--- src/rtl/bg_pkg.sv ---
package bg_pkg;
  localparam logic [2:0] SRC_HOST = 3'h1;
  localparam logic [2:0] SRC_DBG  = 3'h2;
  localparam logic [2:0] SRC_CTL  = 3'h4;

  typedef enum logic [1:0] {
    GRP_CTL  = 2'd0,
    GRP_HOST = 2'd1,
    GRP_DBG  = 2'd2,
    GRP_LOCK = 2'd3
  } grp_e;
endpackage

--- src/rtl/bg_prot_array.sv ---
module bg_prot_array #(
  parameter int NUM_BANKS = 64,
  parameter int IDX_W     = 3
) (
  input  logic                 clk,
  input  logic                 clr,
  input  logic                 frozen,
  input  logic                 wr_en,
  input  logic [IDX_W-1:0]     wr_idx,
  input  logic [7:0]           wr_data,
  input  logic [IDX_W-1:0]     rd_idx,
  output logic [NUM_BANKS-1:0] bits,
  output logic [7:0]           rd_byte
);
  localparam int NBYTES = NUM_BANKS / 8;

  // set-only storage: each byte ORs in the written ones
  for (genvar b = 0; b < NBYTES; b++) begin : g_byte
    always_ff @(posedge clk) begin
      if (clr)
        bits[b*8 +: 8] <= '0;
      else if (wr_en && !frozen && wr_idx == IDX_W'(b))
        bits[b*8 +: 8] <= bits[b*8 +: 8] | wr_data;
    end
  end

  always_comb begin
    rd_byte = '0;
    for (int b = 0; b < NBYTES; b++)
      if (rd_idx == IDX_W'(b)) rd_byte = bits[b*8 +: 8];
  end

  // once set, no bit ever drops outside reset
  p_sticky_bits_r2: assert property (@(posedge clk) disable iff (clr)
    1'b1 |=> ((bits & $past(bits)) == $past(bits)));

  // frozen array does not change
  p_frozen_hold_r5: assert property (@(posedge clk) disable iff (clr)
    frozen |=> $stable(bits));
endmodule

--- src/rtl/bg_lock.sv ---
module bg_lock (
  input  logic clk,
  input  logic por,
  input  logic set_req,
  output logic lock
);
  always_ff @(posedge clk) begin
    if (por)          lock <= 1'b0;
    else if (set_req) lock <= 1'b1;
  end

  // only power-on reset releases the lock
  p_lock_hold_r4: assert property (@(posedge clk) disable iff (por)
    lock |=> lock);
endmodule

--- src/rtl/bg_req_check.sv ---
module bg_req_check
  import bg_pkg::*;
#(
  parameter int ADDR_W     = 20,
  parameter int NUM_BANKS  = 64,
  parameter int BANK_SHIFT = 12
) (
  input  logic                 clk,
  input  logic                 clr,
  input  logic [NUM_BANKS-1:0] ctl_bits,
  input  logic [NUM_BANKS-1:0] host_bits,
  input  logic [NUM_BANKS-1:0] dbg_bits,
  input  logic                 req_valid,
  input  logic [ADDR_W-1:0]    req_addr,
  input  logic [2:0]           req_src,
  output logic                 chk_valid,
  output logic                 chk_allow,
  output logic                 viol_flag,
  output logic [ADDR_W-1:0]    viol_addr
);
  localparam int BK_W = ADDR_W - BANK_SHIFT;
  localparam int BI_W = (NUM_BANKS > 1) ? $clog2(NUM_BANKS) : 1;

  logic [BK_W-1:0]      bank;
  logic                 in_range;
  logic                 src_ok;
  logic [NUM_BANKS-1:0] sel_bits;
  logic                 ok;

  assign bank     = req_addr[ADDR_W-1:BANK_SHIFT];
  assign in_range = ({1'b0, bank} < (BK_W+1)'(NUM_BANKS));

  always_comb begin
    src_ok   = 1'b1;
    sel_bits = '1;
    case (req_src)
      SRC_CTL:  sel_bits = ctl_bits;
      SRC_HOST: sel_bits = host_bits;
      SRC_DBG:  sel_bits = dbg_bits;
      default:  src_ok   = 1'b0;
    endcase
  end

  assign ok = src_ok && in_range && !sel_bits[bank[BI_W-1:0]];

  always_ff @(posedge clk) begin
    if (clr) begin
      chk_valid <= 1'b0;
      chk_allow <= 1'b0;
      viol_flag <= 1'b0;
      viol_addr <= '0;
    end else begin
      chk_valid <= req_valid;
      chk_allow <= req_valid && ok;
      if (req_valid && !ok && !viol_flag) begin
        viol_flag <= 1'b1;
        viol_addr <= req_addr;
      end
    end
  end

  // an allow never appears without a verdict
  p_allow_valid_r6: assert property (@(posedge clk) disable iff (clr)
    chk_allow |-> chk_valid);

  // out-of-range bank is always denied
  p_oob_deny_r7: assert property (@(posedge clk) disable iff (clr)
    (req_valid && !in_range) |=> (chk_valid && !chk_allow));

  // violation record is frozen once taken
  p_viol_keep_r8: assert property (@(posedge clk) disable iff (clr)
    viol_flag |=> (viol_flag && $stable(viol_addr)));
endmodule

--- src/rtl/bank_guard.sv ---
module bank_guard
  import bg_pkg::*;
#(
  parameter int ADDR_W     = 20,
  parameter int NUM_BANKS  = 64,
  parameter int BANK_SHIFT = 12,
  localparam int NBYTES    = NUM_BANKS / 8,
  localparam int IDX_W     = (NBYTES > 1) ? $clog2(NBYTES) : 1,
  localparam int RA_W      = IDX_W + 2
) (
  input  logic              clk,
  input  logic              rst,
  input  logic              por,
  input  logic              reg_we,
  input  logic [RA_W-1:0]   reg_addr,
  input  logic [7:0]        reg_wdata,
  output logic [7:0]        reg_rdata,
  input  logic              req_valid,
  input  logic [ADDR_W-1:0] req_addr,
  input  logic [2:0]        req_src,
  output logic              chk_valid,
  output logic              chk_allow,
  output logic              viol_flag,
  output logic [ADDR_W-1:0] viol_addr
);
  logic                 clr;
  logic                 lock;
  grp_e                 grp;
  logic [IDX_W-1:0]     idx;
  logic [NUM_BANKS-1:0] pbits   [3];
  logic [7:0]           rd_byte [3];

  assign clr = rst | por;
  assign grp = grp_e'(reg_addr[RA_W-1:IDX_W]);
  assign idx = reg_addr[IDX_W-1:0];

  for (genvar g = 0; g < 3; g++) begin : g_arr
    bg_prot_array #(.NUM_BANKS(NUM_BANKS), .IDX_W(IDX_W)) u_arr (
      .clk     (clk),
      .clr     (clr),
      .frozen  (lock),
      .wr_en   (reg_we && grp == grp_e'(g)),
      .wr_idx  (idx),
      .wr_data (reg_wdata),
      .rd_idx  (idx),
      .bits    (pbits[g]),
      .rd_byte (rd_byte[g])
    );
  end

  bg_lock u_lock (
    .clk     (clk),
    .por     (por),
    .set_req (reg_we && grp == GRP_LOCK && reg_wdata[0]),
    .lock    (lock)
  );

  always_ff @(posedge clk) begin
    if (clr)                 reg_rdata <= '0;
    else if (grp == GRP_LOCK) reg_rdata <= {7'b0, lock};
    else                     reg_rdata <= rd_byte[grp];
  end

  bg_req_check #(
    .ADDR_W(ADDR_W), .NUM_BANKS(NUM_BANKS), .BANK_SHIFT(BANK_SHIFT)
  ) u_chk (
    .clk       (clk),
    .clr       (clr),
    .ctl_bits  (pbits[0]),
    .host_bits (pbits[1]),
    .dbg_bits  (pbits[2]),
    .req_valid (req_valid),
    .req_addr  (req_addr),
    .req_src   (req_src),
    .chk_valid (chk_valid),
    .chk_allow (chk_allow),
    .viol_flag (viol_flag),
    .viol_addr (viol_addr)
  );

  // warm reset alone keeps the lock state
  p_warm_keeps_lock_r9: assert property (@(posedge clk) disable iff (por)
    (rst && lock) |=> lock);
endmodule

--- config.mk ---
export PLATFORM = sky130hd
export DESIGN_NAME = bank_guard
export DESIGN_NICKNAME = d
export VERILOG_FILES = /design/src/rtl/bg_pkg.sv /design/src/rtl/bg_prot_array.sv /design/src/rtl/bg_lock.sv /design/src/rtl/bg_req_check.sv /design/src/rtl/bank_guard.sv
export SDC_FILE = /design/constraint.sdc
export NUM_CORES = 1
export LEC_CHECK = 0
export BUFFER_PORTS_ARGS = -buffer_cell sky130_fd_sc_hd__buf_4
export CORE_MARGIN = 5
export CORE_UTILIZATION = 61
export DETAILED_ROUTE_END_ITERATION = 6
export PLACE_DENSITY = 0.9
export SETUP_SLACK_MARGIN = 0.4
export SLEW_MARGIN = 40
export SYNTH_ARGS = -nofsm -noshare
export SYNTH_HDL_FRONTEND = slang
export SYNTH_SLANG_ARGS = --single-unit
--- constraint.sdc ---
create_clock -name clk -period 3.1 [get_ports clk]
set_input_delay 0.31 -clock clk [delete_from_list [all_inputs] [get_ports clk]]
set_output_delay 0.31 -clock clk [all_outputs]
set_load 0.1 [all_outputs]
**Yosys cells after proc, flatten, opt, wreduce, memory -nomap -nowiden**

Index checks and enable logic that the tools add are counted.

- Bits in registers: 224
- Logic and storage cells: 150
- Input bits: 41

- Equality and inequality tests: 13
- Reduce and logical (&&, ||, !) cells: 45
- Bitwise operators: 26
- $lt $le $gt $ge: 3
- Muxes and demuxes: 32

Operators with widths:

| cell | number |
|---|---|
| 8-bit 2-to-1 mux | 26 |
| 8-bit bitwise OR | 24 |
| 64-bit one-hot mux with 3 select lines | 1 |
| 1-bit logical AND | 37 |
| 8-bit binary-select mux with 2-bit select | 1 |
| 3-bit equality test, second input constant | 5 |
| 3-bit by 2-bit equality test with 1-bit output, second input constant | 3 |
| 8-bit by 7-bit < comparator with 1-bit output, second input constant | 1 |
| 6-bit by 7-bit < comparator with 1-bit output, second input constant | 1 |
| 1-bit binary-select mux with 6-bit select | 1 |
| 3-bit by 1-bit equality test with 1-bit output, second input constant | 2 |
| 2-bit equality test, second input constant | 2 |
| 1-bit zero test | 4 |
| 3-bit greater-or-equal comparator, second input constant | 1 |
| 3-bit zero test | 1 |
| 1-bit 2-to-1 mux | 3 |
| 2-bit NOT with 3-bit output | 1 |
| 3-bit OR reduction | 1 |
| 2-bit by 1-bit equality test with 1-bit output, second input constant | 1 |
| 2-bit zero test | 1 |
| 2-bit OR reduction | 1 |
| 1-bit bitwise OR | 1 |

**Logic depth before layout (Yosys ltp)**

Gate-level depths: netlist of run 1.

- Word-level depth: 13
- Depth in mapped cells: 12

**Modules after synthesis**

Synthesis of run 1 repeated with hierarchy kept, for this count alone.

- Cell total of the unflattened synthesis: 1390
- Area, all modules: 11691.2 um^2

By module, submodules not included:

| module | cells an instance | times used | area an instance (um^2) |
|---|---|---|---|
| bg_prot_array | 304 | 3 | 2702.6 |
| bg_req_check | 427 | 1 | 3100.5 |
| bank_guard | 49 | 1 | 452.9 |
| bg_lock | 2 | 1 | 30.0 |

**Worst setup path before layout of run 1**

No wires, ideal clock.

- Path type: input to register
- Start point: input req_src[0]
- End point: register u_chk.viol_addr[10]
- Setup slack: 397 ps
- Arrival time: 2631 ps
- Library setup time: 72 ps
- Buffers on the path: 4
- Stages: 12
- Cells stage by stage: buf_4 > nor2b_1 > buf_4 > clkbuf_1 > a22oi_1 > o21ai_0 > nand4_1 > a32o_1 > a311o_1 > a311oi_2 > buf_6 > mux2i_1

- Longest elaborated chain between the ends: 9
- Elaborated cells between the ends (all ways): 14
- Classes of those cells: 3 x eq/ne; 4 x mux; 7 x reduce/logical

RTL lines:

| what | RTL line | text |
|---|---|---|
| start: declaration | bank_guard.sv:20 | `input logic [2:0] req_src,` |
| 3-bit by 2-bit equality test with 1-bit output (tied with other cells) | bg_req_check.sv:36 | `case (req_src)` |
| 64-bit one-hot mux with 3 select lines | bg_req_check.sv:36 |  |
| 1-bit binary-select mux with 6-bit select | bg_req_check.sv:44 | `assign ok = src_ok && in_range && !sel_bits[bank[BI_W-1:0]];` |
| 1-bit 2-to-1 mux (not written as such) | bg_req_check.sv:44 |  |
| 1-bit zero test | bg_req_check.sv:44 |  |
| 1-bit logical AND * | bg_req_check.sv:44 |  |
| 1-bit zero test * | bg_req_check.sv:55 | `if (req_valid && !ok && !viol_flag) begin` |
| 1-bit logical AND * (2 in series) | bg_req_check.sv:55 |  |
| end signal: assignment | bg_req_check.sv:57 | `viol_addr <= req_addr;` |
| end: declaration | bg_req_check.sv:19 | `output logic [ADDR_W-1:0] viol_addr` |

Mark *: on every way between the ends. The rest lies on a longest branch, timed or not. The select of a mux whose other input is x is not followed.
A chain may end at the register's enable or synchronous reset.

**Final worst setup path of run 1**

- Start point: input req_src[0]
- End point: register u_chk.viol_addr[9]

The elaborated chain is that of the path after synthesis.

==> results.sh, run 1 <==
export IMPL_fin_worst_skew_ps=19.0
export IMPL_critPathMaxFanout=28
export IMPL_path_common_cell="buf_4"
export IMPL_fin_setup_tns_ps=0
export IMPL_die_h_um=141
export IMPL_yosys_register_bits=224
export IMPL_clockBufferDepth=3
export IMPL_h_tree_depth=1
export IMPL_yosys_cell_count_top_type="nor2_1"
export IMPL_grt_antenna_before_repair=0
export IMPL_cts_sinks=224
export IMPL_syn_inst=1283
export IMPL_yosys_top_cells_count="nor2_1 (248), a21oi_1 (238), dfxtp_1 (224)"
export IMPL_hold_viol=0
export IMPL_core_um2=16700
export IMPL_cp_cell_sequence="buf_4 > buf_4 > nor2b_1 > a22oi_1 > o21ai_0 > and3_1 > o221ai_1 > a311o_1 > a311oi_4 > buf_4 > buf_12 > mux2i_1"
export IMPL_crit_arrival_ps=3120
export IMPL_syn_avg_cell_area_um2=8.13
export IMPL_wl_per_cell_um=24.1
export IMPL_outcome="complete, but fails checks"
export IMPL_tritoncts="done"
export IMPL_peakVddDrop_mv=0.650
export IMPL_grt_start_max_net_pins=69
export IMPL_cts_inserted_buffers=23
export IMPL_globalRouteTotalUtil_pct=36.7
export IMPL_stdcell_count=1580
export IMPL_num_vias=10833
export IMPL_synth_async_reset_ratio_pct=0
export IMPL_io_buffers=71
export IMPL_grt_pass1_wl_um=57400
export IMPL_clk_pin_slew_ps=60
export IMPL_syn_nets=1324
export IMPL_worst_slack_ps=421
export IMPL_setup_viol_count_final=0
export IMPL_ys_seq_area_share_pct=43.0
export IMPL_fin_crit_ps=2680
export IMPL_critPathRequiredTime_ps=3540
export IMPL_dp_slack_ps=-60.1
export IMPL_synth_edf_count=0
export IMPL_post_place_cells=1534
export IMPL_cp_start_kind="input pin"
export IMPL_synth_top_area_share_pct=43.0
export IMPL_gp_congestion=1.03
export IMPL_drive_above_1_share_pct=16.4
export IMPL_fin_util_pct=73.2
export IMPL_grt_pass1_vias=9835
export IMPL_drc=8
export IMPL_firstDrtPassIters=7
export IMPL_slowest_stage="a311o_1"
export IMPL_finalMaxSlewViolations=0
export IMPL_finalCritPeriodShare_pct=86.4
export IMPL_ios=72
export IMPL_die_area_um2=19800
export IMPL_endpoint_kind="register"
export IMPL_root_buffer="clkbuf_16"
export IMPL_n_antenna_cell=0
export IMPL_drt_total_wl_um=38100
export IMPL_fp_row_count=47
export IMPL_viasPerCell=6.86
export IMPL_synthesis_area_um2=10400
export IMPL_area_growth_pct=17.1
export IMPL_p_leak_nw=4.31
export IMPL_hold_class="in2reg"
export IMPL_synth_largest_area_cell="dfxtp_1"
export IMPL_violations="design-rule violations"
export IMPL_cp_slowest_stage_delay_ps=420
export IMPL_finalPower_mw=6.41
export IMPL_synth_cell_types=56
export IMPL_hpwl_um=25800
export IMPL_p_per_area_nw_per_um2=525
export IMPL_grt_overflow=0
export IMPL_start_util_pct=62.5
export IMPL_antenna_left=0
export IMPL_path_class="in2reg"
export IMPL_fmax_mhz=373
export IMPL_worstMarginPinSlew_ps=782
export IMPL_synth_warning_count=0
export IMPL_cap_violations=0
export IMPL_ys_flop_type="dfxtp_1"
export IMPL_max_slew_margin_pct=47.8
export IMPL_final_nets=1387
export IMPL_rsz0062_at_grt="false"
export IMPL_clkLatencyLatePin_ps=520
export IMPL_die_width_um=141
export IMPL_dr_first_iter_drc_count=1734
export IMPL_synthTopCellsByArea="dfxtp_1 (43%), a21oi_1 (11%), nor2_1 (8.9%), mux4_2 (5.4%), a22oi_1 (4.2%)"
worst paths after layout:
path                           startpoint                   to  slack, ps  depth (start not counted)
hold / removal                req_addr[3]   u_chk.viol_addr[3]         40                          3
hold reg to reg       u_chk.viol_addr[19]  u_chk.viol_addr[19]        460                          2
setup / recovery               req_src[0]   u_chk.viol_addr[9]        420                         12
setup reg to reg  g_arr[0].u_arr.bits[47]   u_chk.viol_addr[9]        450                          9
layer usage:
metal	vias up	wire length, um	global-route usage, %
met5	-	0	0
li1	4760	-	-
met1	4999	14000	50.3
met4	0	2140	17.2
met2	888	17100	56.8
met3	186	4870	6.20
power by group:
group          switching [mW]  internal [mW]  total, mW
registers              0.0143           2.90       2.91
clock network            1.13           1.62       2.75
logic                   0.513          0.233      0.746
kinds of logic (layout without fill, tap and decap cells):
| group | after synthesis | in the layout | share of synthesized area [%] |
|---|---|---|---|
| AO/OA/AOI/OAI | 482 | 482 | 27.8 |
| buffers and inverters | 131 | 208 | 5.23 |
| flip-flops | 224 | 224 | 43.0 |
| multiplexers | 53 | 53 | 8.15 |
| AND/OR/NAND/NOR | 393 | 393 | 15.9 |
through the flow:
stage / area [um^2] / hold slack (ps)
final: 12200 / 44.9
after detailed placement: 11400 / 451
after floorplan: 10400 / 382
after global routing: 12200 / 58.8
after CTS: 12100 / 42.2
after global placement: 11400 / 444
cell usage in the layout, fill, tap and decap left out, types with 3 or more instances in the layout:
cell       instances
buf_12             5
or3_1              3
clkinv_2           5
nor3_1             7
nand4_1            6
nor2b_1           11
a22o_1             4
clkbuf_8           4
mux2_2             6
mux2i_1           22
clkbuf_16         24
o22ai_1           23
o211ai_1           7
nand2_1           81
o22a_1            17
a21oi_1          238
clkbuf_1           5
nor2_1           247
o221ai_1          18
inv_1             23
a22oi_1           59
and3_1             4
nand2b_1           6
a31oi_1           10
mux4_2            25
a221oi_1           4
nand3_1            8
a211oi_1          10
o21ai_0           69
dfxtp_1          223
buf_4            135
cell type report:
class	count	area (um^2)
Clock buffer	32	649
Clock inverter	7	85.1
Fill cell	1280	4480
Inverter	24	90.1
Multi-Input combinational cell	928	5450
Sequential cell	224	4490
Tap cell	220	275
Timing Repair Buffer	145	1190
sequential cells by signal, summed over array words and instances, names as in the netlist:
name,count
g_arr.u_arr.bits,192
u_chk.viol_addr,20
reg_rdata,8
u_chk.chk_allow,1
u_chk.chk_valid,1
u_chk.viol_flag,1
u_lock.lock,1
critical path: cells and delay by family:
| family | cells | cell delay [ps] |
|---|---|---|
| AND/OR/NAND/NOR | 2 | 520 |
| AO/OA/AOI/OAI | 5 | 1240 |
| buffers and inverters | 4 | 830 |
| multiplexers | 1 | 210 |
repair_timing:
item                                   CTS  global route
hold buffers                             1             0
buffers inserted                         0             4
endpoints found under the hold margin    1             0
setup endpoints to repair                0            20
gates resized for setup                  0            11
(Power assumes the default switching activity.)
==> run 2, diff against run 1 <==
--- a/config.mk
+++ b/config.mk
@@ -7,10 +7,10 @@
 export LEC_CHECK = 0
 export BUFFER_PORTS_ARGS = -buffer_cell sky130_fd_sc_hd__buf_4
 export CORE_MARGIN = 5
-export CORE_UTILIZATION = 61
+export CORE_UTILIZATION = 35
 export DETAILED_ROUTE_END_ITERATION = 6
-export PLACE_DENSITY = 0.9
-export SETUP_SLACK_MARGIN = 0.4
+export PLACE_DENSITY = 0.61
+export SETUP_SLACK_MARGIN = 0.1
 export SLEW_MARGIN = 40
 export SYNTH_ARGS = -nofsm -noshare
 export SYNTH_HDL_FRONTEND = slang
==> run 2 against run 1 <==
The flow now finishes without violations. Power increased by 1.4%. Setup slack got worse by 84 ps. Worst hold slack got worse by 9.7 ps. Routed wire length rose by 11%. Non-clock buffer count decreased by 7. Sequential cell count is the same. Maximum frequency fell by 3.0%. Core utilization down 31 points. Global-route usage is 12 points lower. Cell count grew 10%. Critical endpoint is now u_chk.viol_addr[16].
==> results.sh, run 2 (synthesized netlist as in run 1, its figures left out) <==
export IMPL_outcome="complete, no violations"
export IMPL_final_cell_mix="nor2_1 (247), a21oi_1 (238), dfxtp_1 (224), buf_4 (132), nand2_1 (81)"
export IMPL_dr_max_layer_used="met4"
export IMPL_combinationalPowerShare_pct=11.5
export IMPL_grt_overflow=0
export IMPL_tritoncts="done"
export IMPL_worstSetupEndpoint="u_chk.viol_addr[16]"
export IMPL_path_class="in2reg"
export IMPL_peakVddDrop_mv=0.288
export IMPL_fmax_mhz=362
export IMPL_stdcell_area_um2=12400
export IMPL_wl_per_cell_um=24.2
export IMPL_clkLatencyLatePin_ps=540
export IMPL_viasPerCell=5.97
export IMPL_crit_arrival_ps=3210
export IMPL_drt_total_wl_um=42300
export IMPL_final_nets=1381
export IMPL_cap_violations=0
export IMPL_hold_viol=0
export IMPL_grt_pass1_wl_um=63200
export IMPL_ios=72
export IMPL_finalCritPeriodShare_pct=89.1
export IMPL_worst_slack_ps=337
export IMPL_critPathRequiredTime_ps=3550
export IMPL_met2_length_um=18600
export IMPL_drive_above_1_share_pct=16.0
export IMPL_num_vias=10412
export IMPL_fin_crit_ps=2760
export IMPL_wl_met1_um=17800
export IMPL_n_antenna_cell=0
export IMPL_die_width_um=183
export IMPL_met3RoutedLength_um=4070
export IMPL_drc=0
export IMPL_hpwl_um=29900
export IMPL_die_area_um2=33400
export IMPL_swShare_pct=26.8
export IMPL_setup_viol_count_final=0
export IMPL_layout_commonest_cell="nor2_1"
export IMPL_hold_class="in2reg"
export IMPL_rsz0062_at_grt="false"
export IMPL_power_frac_seq_pct=44.8
export IMPL_area_growth_pct=18.5
export IMPL_io_buffers=71
export IMPL_ff2ff_path_depth=8
export IMPL_critical_path_startpoint="req_src[1]"
export IMPL_p_per_area_nw_per_um2=526
export IMPL_power_switching_mw=1.74
export IMPL_root_buffer="clkbuf_16"
export IMPL_critPathMaxFanout=21
export IMPL_cp_start_kind="input pin"
export IMPL_fin_worst_skew_ps=17.2
export IMPL_reg2reg_from="g_arr[1].u_arr.bits[44]"
export IMPL_antenna_left=0
export IMPL_globalRouteTotalUtil_pct=24.6
export IMPL_endpoint_kind="register"
export IMPL_gp_congestion=1.01
export IMPL_grt_pass1_vias=9966
export IMPL_cp_slowest_stage_delay_ps=520
export IMPL_largestRegisters="g_arr.u_arr.bits: 192 flops, u_chk.viol_addr: 20 flops, reg_rdata: 8 flops"
export IMPL_clk_pin_slew_ps=60
export IMPL_grt_start_max_net_pins=132
export IMPL_stdcell_count=1744
export IMPL_h_tree_depth=1
export IMPL_max_slew_margin_pct=54.0
export IMPL_post_cts_buffers=0
export IMPL_grt_antenna_before_repair=0
export IMPL_slowest_stage="or4_1"
export IMPL_largest_register="g_arr.u_arr.bits"
export IMPL_p_int_mw=4.76
export IMPL_largest_reg_flops=192
export IMPL_dp_slack_ps=-123
export IMPL_clkPwrFrac_pct=43.7
export IMPL_firstDrtPassIters=6
export IMPL_post_place_cells=1703
export IMPL_rrSetupSlack_ps=370
export IMPL_cts_inserted_buffers=24
export IMPL_cts_sinks=224
export IMPL_clockBufferDepth=3
export IMPL_place_area_um2=11600
export IMPL_dr_first_iter_drc_count=1471
export IMPL_cp_cell_sequence="buf_4 > and2b_1 > a22oi_1 > o2111ai_1 > nand4_1 > or4_1 > a311o_1 > a311oi_4 > buf_12 > mux2i_1"
export IMPL_finalMaxSlewViolations=0
export IMPL_reg2reg_to="u_chk.viol_addr[16]"
export IMPL_finalPower_mw=6.50
export IMPL_worstMarginPinSlew_ps=688
export IMPL_core_um2=29600
export IMPL_start_util_pct=35.3
export IMPL_fin_util_pct=41.8
export IMPL_fp_row_count=63
export IMPL_die_h_um=183
export IMPL_p_leak_nw=4.28
-- run 2: power by group through the flow --
stage | logic (mW) | clock network [mW] | registers (mW)
floorplan | 0.363 | 0 | 3.07
global placement | 0.729 | 0 | 2.98
detailed placement | 0.728 | 0 | 2.98
CTS | 0.732 | 2.88 | 2.91
global route | 0.785 | 2.99 | 2.91
finish | 0.750 | 2.84 | 2.91
-- run 2: critical path, delay by kind of cell --
| kind | cells | cell delay (ps) |
|---|---|---|
| compound gates | 4 | 1190 |
| buf+inv | 2 | 390 |
| mux | 1 | 210 |
| simple gates | 3 | 1100 |
-- run 2: metrics by stage --
stage | TNS [ps] | hold slack, ps
finish | 0 | 35.2
global route | 0 | 42.1
CTS | 0 | 30.0
detailed placement | -1840 | 451
global placement | -667 | 443
floorplan | 0 | 382
-- run 2: metal layers --
layer	vias to the layer above	global-route usage (%)
met1	4946	34.6
met4	0	9.94
met3	131	4.23
met2	593	37.5
li1	4742	-
met5	-	0
-- run 2: worst min-delay path by stage --
stage,depth (start not counted),slack [ps],from,endpoint
6_report,3,40,req_addr[10],u_chk.viol_addr[10]
5_1_grt,3,40,req_addr[11],u_chk.viol_addr[11]
4_1_cts,3,30,req_addr[10],u_chk.viol_addr[10]
3_5_place_dp,2,450,u_chk.viol_addr[11],u_chk.viol_addr[11]
3_3_place_gp,2,440,u_chk.viol_addr[8],u_chk.viol_addr[8]
2_1_floorplan,1,380,por,u_lock.lock
-- run 2: final cells by class --
type,instances,area [um^2]
clock inverters,10,85.1
clock buffers,30,684
repair buffers,138,1100
well taps,390,488
multi-input cells,928,5430
flip-flops and latches,224,4480
inverters,24,90.1
fillers,3029,17200
-- run 2: what timing repair did --
action,4_1_cts,5_1_grt
resized for setup,0,0
hold endpoints to repair,1,0
hold buffers,1,0
